File: src/rtl/twostep_pkg.sv
package twostep_pkg;

   typedef enum logic {
      ST_FETCH = 1'b0,
      ST_EXEC  = 1'b1
   } stage_e;

   typedef enum logic [3:0] {
      AL_ADD, AL_SUB, AL_AND, AL_OR, AL_XOR, AL_NOR,
      AL_SLT, AL_SLTU, AL_SLL, AL_SRL, AL_SRA, AL_LUI
   } alu_op_e;

   typedef enum logic [2:0] {
      K_NONE, K_ALU, K_LOAD, K_STORE, K_BRANCH, K_JABS, K_JREG
   } kind_e;

   typedef enum logic [1:0] {
      DST_NONE, DST_RT, DST_RD, DST_LINK
   } dst_e;

   typedef struct packed {
      kind_e      kind;
      alu_op_e    alu;
      dst_e       dst;
      logic       use_imm;
      logic       zext;
      logic       br_ne;
      logic [4:0] rs;
      logic [4:0] rt;
      logic [4:0] rd;
      logic [4:0] shamt;
      logic [15:0] imm16;
      logic [25:0] index;
   } dec_t;

   // primary opcodes
   localparam logic [5:0] OPC_SPECIAL = 6'h00;
   localparam logic [5:0] OPC_J       = 6'h02;
   localparam logic [5:0] OPC_JAL     = 6'h03;
   localparam logic [5:0] OPC_BEQ     = 6'h04;
   localparam logic [5:0] OPC_BNE     = 6'h05;
   localparam logic [5:0] OPC_ADDIU   = 6'h09;
   localparam logic [5:0] OPC_SLTI    = 6'h0A;
   localparam logic [5:0] OPC_SLTIU   = 6'h0B;
   localparam logic [5:0] OPC_ANDI    = 6'h0C;
   localparam logic [5:0] OPC_ORI     = 6'h0D;
   localparam logic [5:0] OPC_XORI    = 6'h0E;
   localparam logic [5:0] OPC_LUI     = 6'h0F;
   localparam logic [5:0] OPC_LW      = 6'h23;
   localparam logic [5:0] OPC_SW      = 6'h2B;

   // register-form function codes
   localparam logic [5:0] FN_SLL  = 6'h00;
   localparam logic [5:0] FN_SRL  = 6'h02;
   localparam logic [5:0] FN_SRA  = 6'h03;
   localparam logic [5:0] FN_JR   = 6'h08;
   localparam logic [5:0] FN_JALR = 6'h09;
   localparam logic [5:0] FN_ADD  = 6'h20;
   localparam logic [5:0] FN_ADDU = 6'h21;
   localparam logic [5:0] FN_SUB  = 6'h22;
   localparam logic [5:0] FN_SUBU = 6'h23;
   localparam logic [5:0] FN_AND  = 6'h24;
   localparam logic [5:0] FN_OR   = 6'h25;
   localparam logic [5:0] FN_XOR  = 6'h26;
   localparam logic [5:0] FN_NOR  = 6'h27;
   localparam logic [5:0] FN_SLT  = 6'h2A;
   localparam logic [5:0] FN_SLTU = 6'h2B;

endpackage

File: src/rtl/twostep_decode.sv
module twostep_decode
   import twostep_pkg::*;
(
   input  logic [31:0] instr,
   output dec_t        dec
);

   logic [5:0] opc;
   logic [5:0] fn;
   alu_op_e    r_op;
   logic       r_alu_ok;

   assign opc = instr[31:26];
   assign fn  = instr[5:0];

   // register-form ALU function table
   always_comb begin
      r_op     = AL_ADD;
      r_alu_ok = 1'b1;
      case (fn)
         FN_SLL:            r_op = AL_SLL;
         FN_SRL:            r_op = AL_SRL;
         FN_SRA:            r_op = AL_SRA;
         FN_ADD, FN_ADDU:   r_op = AL_ADD;
         FN_SUB, FN_SUBU:   r_op = AL_SUB;
         FN_AND:            r_op = AL_AND;
         FN_OR:             r_op = AL_OR;
         FN_XOR:            r_op = AL_XOR;
         FN_NOR:            r_op = AL_NOR;
         FN_SLT:            r_op = AL_SLT;
         FN_SLTU:           r_op = AL_SLTU;
         default:           r_alu_ok = 1'b0;
      endcase
   end

   always_comb begin
      dec         = '0;
      dec.kind    = K_NONE;
      dec.alu     = AL_ADD;
      dec.dst     = DST_NONE;
      dec.rs      = instr[25:21];
      dec.rt      = instr[20:16];
      dec.rd      = instr[15:11];
      dec.shamt   = instr[10:6];
      dec.imm16   = instr[15:0];
      dec.index   = instr[25:0];
      case (opc)
         OPC_SPECIAL: begin
            if (fn == FN_JR) begin
               dec.kind = K_JREG;
            end else if (fn == FN_JALR) begin
               dec.kind = K_JREG;
               dec.dst  = DST_LINK;
            end else if (r_alu_ok) begin
               dec.kind = K_ALU;
               dec.alu  = r_op;
               dec.dst  = DST_RD;
            end
         end
         OPC_J:   dec.kind = K_JABS;
         OPC_JAL: begin
            dec.kind = K_JABS;
            dec.dst  = DST_LINK;
         end
         OPC_BEQ: dec.kind = K_BRANCH;
         OPC_BNE: begin
            dec.kind  = K_BRANCH;
            dec.br_ne = 1'b1;
         end
         OPC_ADDIU, OPC_SLTI, OPC_SLTIU, OPC_ANDI, OPC_ORI, OPC_XORI, OPC_LUI: begin
            dec.kind    = K_ALU;
            dec.dst     = DST_RT;
            dec.use_imm = 1'b1;
            case (opc)
               OPC_ADDIU: dec.alu = AL_ADD;
               OPC_SLTI:  dec.alu = AL_SLT;
               OPC_SLTIU: dec.alu = AL_SLTU;
               OPC_ANDI:  begin dec.alu = AL_AND; dec.zext = 1'b1; end
               OPC_ORI:   begin dec.alu = AL_OR;  dec.zext = 1'b1; end
               OPC_XORI:  begin dec.alu = AL_XOR; dec.zext = 1'b1; end
               default:   begin dec.alu = AL_LUI; dec.zext = 1'b1; end
            endcase
         end
         OPC_LW: begin
            dec.kind = K_LOAD;
            dec.dst  = DST_RT;
         end
         OPC_SW: dec.kind = K_STORE;
         default: dec.kind = K_NONE;
      endcase
   end

endmodule

File: src/rtl/twostep_alu.sv
module twostep_alu
   import twostep_pkg::*;
#(
   parameter int W            = 32,
   parameter bit SLT_FROM_SUB = 1'b1,
   localparam int SH_W        = $clog2(W)
) (
   input  logic [W-1:0]    a,
   input  logic [W-1:0]    b,
   input  logic [SH_W-1:0] shamt,
   input  alu_op_e         op,
   output logic [W-1:0]    y
);

   logic lt_signed;
   logic lt_unsigned;

   generate
      if (SLT_FROM_SUB) begin : g_cmp_sub
         logic [W:0] diff_u;
         assign diff_u      = {1'b0, a} - {1'b0, b};
         assign lt_unsigned = diff_u[W];
         assign lt_signed   = (a[W-1] ^ b[W-1]) ? a[W-1] : diff_u[W-1];
      end else begin : g_cmp_direct
         assign lt_unsigned = (a < b);
         assign lt_signed   = ($signed(a) < $signed(b));
      end
   endgenerate

   always_comb begin
      case (op)
         AL_ADD:  y = a + b;
         AL_SUB:  y = a - b;
         AL_AND:  y = a & b;
         AL_OR:   y = a | b;
         AL_XOR:  y = a ^ b;
         AL_NOR:  y = ~(a | b);
         AL_SLT:  y = {{(W-1){1'b0}}, lt_signed};
         AL_SLTU: y = {{(W-1){1'b0}}, lt_unsigned};
         AL_SLL:  y = b << shamt;
         AL_SRL:  y = b >> shamt;
         AL_SRA:  y = W'($signed(b) >>> shamt);
         AL_LUI:  y = b << (W / 2);
         default: y = '0;
      endcase
   end

endmodule

File: src/rtl/twostep_regfile.sv
module twostep_regfile #(
   parameter int W          = 32,
   parameter int NREGS      = 32,
   parameter bit HARD_ZERO  = 1'b1,
   localparam int IDX_W     = $clog2(NREGS)
) (
   input  logic             clk,
   input  logic             rst_n,
   input  logic [IDX_W-1:0] ra_a,
   input  logic [IDX_W-1:0] ra_b,
   output logic [W-1:0]     rd_a,
   output logic [W-1:0]     rd_b,
   input  logic             we,
   input  logic [IDX_W-1:0] wa,
   input  logic [W-1:0]     wd
);

   logic [W-1:0] regs [NREGS];
   logic         we_eff;

   generate
      if (HARD_ZERO) begin : g_zero
         assign we_eff = we && (wa != '0);
         assign rd_a   = (ra_a == '0) ? '0 : regs[ra_a];
         assign rd_b   = (ra_b == '0) ? '0 : regs[ra_b];
      end else begin : g_plain
         assign we_eff = we;
         assign rd_a   = regs[ra_a];
         assign rd_b   = regs[ra_b];
      end
   endgenerate

   always_ff @(posedge clk or negedge rst_n) begin
      if (!rst_n) begin
         for (int i = 0; i < NREGS; i++) regs[i] <= '0;
      end else if (we_eff) begin
         regs[wa] <= wd;
      end
   end

endmodule

File: src/rtl/twostep_core.sv
module twostep_core
   import twostep_pkg::*;
#(
   parameter int          DATA_W       = 32,
   parameter int          NREGS        = 32,
   parameter logic [31:0] RESET_PC     = 32'h0000_0000,
   parameter int          LINK_REG     = 31,
   parameter bit          SLT_FROM_SUB = 1'b1,
   parameter bit          HARD_ZERO    = 1'b1
) (
   input  logic        clk,
   input  logic        rst_n,
   output logic        mem_req,
   output logic        mem_we,
   output logic [31:0] mem_addr,
   output logic [31:0] mem_wdata,
   input  logic [31:0] mem_rdata,
   output logic [31:0] dbg_pc
);

   localparam int IDX_W = $clog2(NREGS);
   localparam int SH_W  = $clog2(DATA_W);
   localparam int IMM_W = DATA_W / 2;

   // elaboration-time parameter checks
   generate
      if (DATA_W != 32) begin : g_bad_width
         $error("twostep_core: DATA_W must be 32");
      end
      if (NREGS != 32) begin : g_bad_regs
         $error("twostep_core: NREGS must be 32");
      end
      if (LINK_REG <= 0 || LINK_REG >= NREGS) begin : g_bad_link
         $error("twostep_core: LINK_REG out of range");
      end
      if (RESET_PC[1:0] != 2'b00) begin : g_bad_reset_pc
         $error("twostep_core: RESET_PC must be word aligned");
      end
   endgenerate

   // sequencer state and instruction holding register
   stage_e            stage_q;
   logic [DATA_W-1:0] pc_q;
   logic [DATA_W-1:0] ir_pc_q;
   logic [31:0]       ir_word_q;
   logic              in_exec;

   assign in_exec = (stage_q == ST_EXEC);

   // decode
   dec_t dec;
   twostep_decode u_dec (
      .instr (ir_word_q),
      .dec   (dec)
   );

   // register file
   logic [DATA_W-1:0] rs_val;
   logic [DATA_W-1:0] rt_val;
   logic              rf_we;
   logic [IDX_W-1:0]  rf_wa;
   logic [DATA_W-1:0] rf_wd;

   twostep_regfile #(
      .W         (DATA_W),
      .NREGS     (NREGS),
      .HARD_ZERO (HARD_ZERO)
   ) u_rf (
      .clk   (clk),
      .rst_n (rst_n),
      .ra_a  (IDX_W'(dec.rs)),
      .ra_b  (IDX_W'(dec.rt)),
      .rd_a  (rs_val),
      .rd_b  (rt_val),
      .we    (rf_we),
      .wa    (rf_wa),
      .wd    (rf_wd)
   );

   // immediate extension
   logic [DATA_W-1:0] imm_sext;
   logic [DATA_W-1:0] imm_zext;
   logic [DATA_W-1:0] imm_alu;

   assign imm_sext = {{(DATA_W-IMM_W){dec.imm16[IMM_W-1]}}, dec.imm16};
   assign imm_zext = {{(DATA_W-IMM_W){1'b0}}, dec.imm16};
   assign imm_alu  = dec.zext ? imm_zext : imm_sext;

   // ALU
   logic [DATA_W-1:0] alu_b;
   logic [DATA_W-1:0] alu_y;

   assign alu_b = dec.use_imm ? imm_alu : rt_val;

   twostep_alu #(
      .W            (DATA_W),
      .SLT_FROM_SUB (SLT_FROM_SUB)
   ) u_alu (
      .a     (rs_val),
      .b     (alu_b),
      .shamt (SH_W'(dec.shamt)),
      .op    (dec.alu),
      .y     (alu_y)
   );

   // address and change-of-flow logic
   logic [DATA_W-1:0] eff_addr;
   logic [DATA_W-1:0] seq_pc;
   logic [DATA_W-1:0] target_pc;
   logic              cond_true;
   logic              taken;
   logic              is_mem;

   assign eff_addr  = rs_val + imm_sext;
   assign seq_pc    = ir_pc_q + DATA_W'(4);
   assign cond_true = (rs_val == rt_val) ^ dec.br_ne;
   assign is_mem    = (dec.kind == K_LOAD) || (dec.kind == K_STORE);

   always_comb begin
      case (dec.kind)
         K_BRANCH: target_pc = ir_pc_q + (imm_sext << 2);
         K_JABS:   target_pc = {ir_pc_q[DATA_W-1:28], dec.index, 2'b00};
         K_JREG:   target_pc = rs_val;
         default:  target_pc = seq_pc;
      endcase
   end

   always_comb begin
      case (dec.kind)
         K_BRANCH:       taken = cond_true;
         K_JABS, K_JREG: taken = 1'b1;
         default:        taken = 1'b0;
      endcase
   end

   // writeback
   always_comb begin
      case (dec.dst)
         DST_RT:   rf_wa = IDX_W'(dec.rt);
         DST_RD:   rf_wa = IDX_W'(dec.rd);
         DST_LINK: rf_wa = IDX_W'(LINK_REG);
         default:  rf_wa = '0;
      endcase
   end

   always_comb begin
      if (dec.dst == DST_LINK)      rf_wd = seq_pc;
      else if (dec.kind == K_LOAD)  rf_wd = mem_rdata;
      else                          rf_wd = alu_y;
   end

   assign rf_we = in_exec && (dec.dst != DST_NONE);

   // shared memory port
   assign mem_req   = !in_exec || is_mem;
   assign mem_we    = in_exec && (dec.kind == K_STORE);
   assign mem_addr  = in_exec ? eff_addr : pc_q;
   assign mem_wdata = rt_val;
   assign dbg_pc    = pc_q;

   // sequencer
   always_ff @(posedge clk or negedge rst_n) begin
      if (!rst_n) begin
         stage_q   <= ST_FETCH;
         pc_q      <= RESET_PC;
         ir_pc_q   <= RESET_PC;
         ir_word_q <= '0;
      end else if (!in_exec) begin
         ir_pc_q   <= pc_q;
         ir_word_q <= mem_rdata;
         stage_q   <= ST_EXEC;
      end else begin
         pc_q      <= taken ? target_pc : seq_pc;
         stage_q   <= ST_FETCH;
      end
   end

endmodule

File: config.mk
export PLATFORM = sky130hd
export DESIGN_NAME = twostep_core
export DESIGN_NICKNAME = d
export VERILOG_FILES = /design/src/rtl/twostep_pkg.sv /design/src/rtl/twostep_decode.sv /design/src/rtl/twostep_alu.sv /design/src/rtl/twostep_regfile.sv /design/src/rtl/twostep_core.sv
export SDC_FILE = /design/constraint.sdc
export NUM_CORES = 2
export LEC_CHECK = 0
export ABC_AREA = 1
export BUFFER_PORTS_ARGS = -buffer_cell sky130_fd_sc_hd__buf_2
export CORE_ASPECT_RATIO = 0.5
export CORE_MARGIN = 2
export CORE_UTILIZATION = 30
export DETAILED_ROUTE_END_ITERATION = 10
export MAX_ROUTING_LAYER = met4
export PLACE_DENSITY = 0.41
export REMOVE_ABC_BUFFERS = 1
export SKIP_LAST_GASP = 1
export SYNTH_ARGS = -nofsm -noshare
export SYNTH_HDL_FRONTEND = slang
export SYNTH_SLANG_ARGS = --single-unit
export TNS_END_PERCENT = 10
File: constraint.sdc
create_clock -name clk -period 6.4 [get_ports clk]
set_clock_uncertainty 0.05 [all_clocks]
set_input_delay 0.96 -clock clk [delete_from_list [all_inputs] [get_ports clk]]
set_output_delay 0.96 -clock clk [all_outputs]
set_load 0.01 [all_outputs]
==> results.toml <==
[routing]
routed_wirelength_um = 511800
final_antenna_net_count = 0
detailroute.via_count = 93819
detail_route.wirelength.met1_um = 216400
drt_via_density = 5.897
drtIter0Drc = 14193
detail_route.drc_violations = 0
post_drt_wl_per_cell_um = 32.17
detail_route.first_pass.iterations = 10
wl_met3_um = 65260
dr_wl_met2_um = 208500
maxUsedRoutingLayer = "met4"

[synthesis]
synth.most_common_cell = "nand2_1"
netlist-cell-type-count = 69
yosysSeqAreaShare = 0.3528
synth_area_per_cell_um2 = 6.633
synth_largest_type_area_fraction = 0.3528
async_flop_share = 1.000
postSynthCellCount = 11986
netlist.top_cell.by_area = "dfrtp_1"
synth_enable_flop_cells = 0
ys_ff_latch = 1121
synth-warning-count = 0
synth.cells.most_frequent = "nand2_1 (4,168), nand3_1 (2,544), dfrtp_1 (1,121), nor2_1 (806), o21ai_0 (734)"
synth_top_flop_cell = "dfrtp_1"
cell_area_after_synthesis_um2 = 79510
netlist_top_cells_area = "dfrtp_1 (35%), nand2_1 (20%), nand3_1 (16%)"

[clock_network]
cts.htree.levels = 3
cts_tree = "built"
tritoncts.num_buffers = 121
postCtsHoldBufs = 0
root_buffer = "clkbuf_16"
insertion_delay_ns = 0.87
cts.clk_slew.worst_paths_ns = 0.07
worst_case_clock_buffer_depth = 3
clock_sink_count = 1121

[die]
initial_utilization = 0.3020
floorplan.die_area_um2 = 269400
die-height_um = 368.0
core_region_area_um2 = 263300
design.portCount = 132
placementRows = 133
fp.dieW_um = 732.1

[pwr]
p_per_area_nw_per_um2 = 279.7
power.leakage_nw = 45.17
peakVddDrop_v = 0.0003039

[final_layout]
final_cell_count_no_fill = 15910
final_core_utilization = 0.3632
multi_input_area_um2 = 45850
post_route_cells_drive_above_1_share = 0.1396
syn2layout_area_growth_pct = 20.26
register_area_um2 = 28090
layout.nets = 12487
fillCellCount = 28349

[grt]
grt-ovfl-total = 0
grt_start_max_net_pins = 151
grt_pass1_vias = 86239
grt_first_pass_wirelength_um = 700200
grt_antenna_before_repair = 34
grt_usage = 0.3737

[critical_path]
launch_point_of_the_critical_path = "ir_word_q[21]"
endpoint_kind = "primary output"
setup.reg_to_reg.worst_slack_ns = 0.05
peak_per_stage_delay_on_the_critical_path_ns = 0.53
critPathMaxFanout = 25
worstRegToRegCells = 38
critPathKind = "flip-flop to primary output"
critical_path_required_ns = 5.39
critical_path.reg2reg.endpoint = "u_rf.regs[120]"
cell_count_along_the_critical_path = 25
crit_family = "buffers and inverters"
critical_path.endpoint = "mem_addr[30]"
cp_data_arrival_time_ns = 5.44
startpoint_of_the_most_critical_register_to_register_path = "ir_word_q[18]"
setup.worst_path.start_class = "flip-flop"
slowest_stage = "dfrtp_4"
crit_buf_inv = 10
worst_path_most_repeated_cell = "nand3_1"

[sta]
timing.setup.tns_ns = -0.04576
worst_setup_margin_ns = -0.04576
grt_setup_unrepaired = "true"
worst_slew_margin_rel = 0.1262
tightest_slew_ns = 1.297
fin_crit_ns = 6.446
post-route-period-util = 1.007
achievable-frequency_ghz = 0.1551
total_of_endpoints_with_negative_setup_slack_in_the_final_report = 1
maxSlewViolCount = 0
final_count_of_hold_timing_violations = 0

[worst_hold_path]
worstHoldPathType = "primary input to asynchronous set/reset pin"

[place]
place.gp.congestion = 0.9934
port-buffer-count = 131
hpwl_um = 326100
dpl.cell_count = 15551

[flow_run]
cap_violations = 0

[run_status]
outcome = "finished with violations"
violations = "negative setup slack"
metal layers:
layer  GRT usage  vias to the layer above
met5           -                        -
met2      0.5200                     5860
met4      0.1367                        0
li1            -                    40576
met3      0.1198                      996
met1      0.5031                    46387
how the worst min path moves through the flow:
stage                       to  slack, ns       startpoint  cells after the start
5_1_grt         u_rf.regs[625]        0.1            rst_n                      1
2_1_floorplan   u_rf.regs[995]       0.32   u_rf.regs[995]                      0
6_report             dbg_pc[5]       0.06            rst_n                      1
3_3_place_gp   u_rf.regs[1022]       0.34  u_rf.regs[1022]                      0
4_1_cts         u_rf.regs[971]       0.07            rst_n                      1
3_5_place_dp   u_rf.regs[1011]       0.34  u_rf.regs[1011]                      0
cells by family after synthesis:
family                   after synthesis  share of synthesized area
AO/OA/AOI/OAI                       1457                     0.1084
XOR/XNOR                              98                    0.01080
adder cells (fa/ha/maj)              192                    0.03059
buffers and inverters               1375                    0.08191
flip-flops                          1121                     0.3528
AND/OR/NAND/NOR                     7743                     0.4154
cells in the final DEF (no fill, tap or decap), types with 45 or more instances in the layout:
cell type | netlist | final
a21oi_1 | 233 | 220
buf_12 | 1 | 153
buf_2 | 305 | 130
buf_4 | 137 | 764
clkbuf_16 | 0 | 138
dfrtp_1 | 1121 | 1107
ha_1 | 188 | 180
inv_1 | 304 | 278
inv_2 | 67 | 83
nand2_1 | 4168 | 4144
nand2_2 | 24 | 45
nand3_1 | 2544 | 2520
nand4_1 | 58 | 58
nor2_1 | 806 | 782
o21ai_0 | 734 | 690
o21ai_1 | 42 | 70
o221ai_1 | 201 | 201
o22ai_1 | 88 | 86
xor2_1 | 83 | 80
state kept, by name, indices dropped and copies added (netlist names):
register / flops
in_exec: 1
dbg_pc: 32
ir_word_q: 32
ir_pc_q: 32
u_rf.regs: 1024
cell type report:
type                            count  area share
Multi-Input combinational cell   9490      0.4795
Antenna cell                       36   0.0009421
Inverter                          378     0.01602
Sequential cell                  1121      0.2938
Timing Repair inverter              6   0.0006543
Clock inverter                     52    0.007890
Tap cell                         3510     0.04593
Timing Repair Buffer             1143      0.1189
Clock buffer                      174     0.03647
what timing repair did:
action | CTS | global route
buffers inserted | 30 | 26
cloned | 22 | 21
pin swaps | 29 | 84
endpoints found under the setup margin | 300 | 694
gates resized for setup | 144 | 176
worst register-to-register path, delay by kind of cell (launching register included):
kind                       cells  cell delay (ns)
and+or+nand+nor               19             2.21
buffers and inverters         11             2.09
AOI/OAI and AO/OA              6             0.79
DFF                            1             0.63
adders and majority gates      1             0.37
xor gates and xnor gates       1             0.14
report_power, final:
| part | switching, mW | internal (mW) | leakage (nW) |
|---|---|---|---|
| Clock | 3.62 | 4.36 | 2.08 |
| Combinational | 6.76 | 3.35 | 32.4 |
| Sequential | 0.763 | 7.89 | 10.7 |
through the flow:
stage	area [µm²]	hold slack [ns]	total power, mW	setup WS (ns)
floorplan	74420	0.3193	13.10	-18.84
global placement	88610	0.3376	18.12	-0.5050
detailed placement	88610	0.3405	18.09	-0.5183
CTS	94260	0.06542	26.20	-0.06675
global route	95610	0.09532	27.75	-0.1647
finish	95620	0.05512	26.74	-0.04576
No activity file was read; power rests on OpenSTA's default activity.
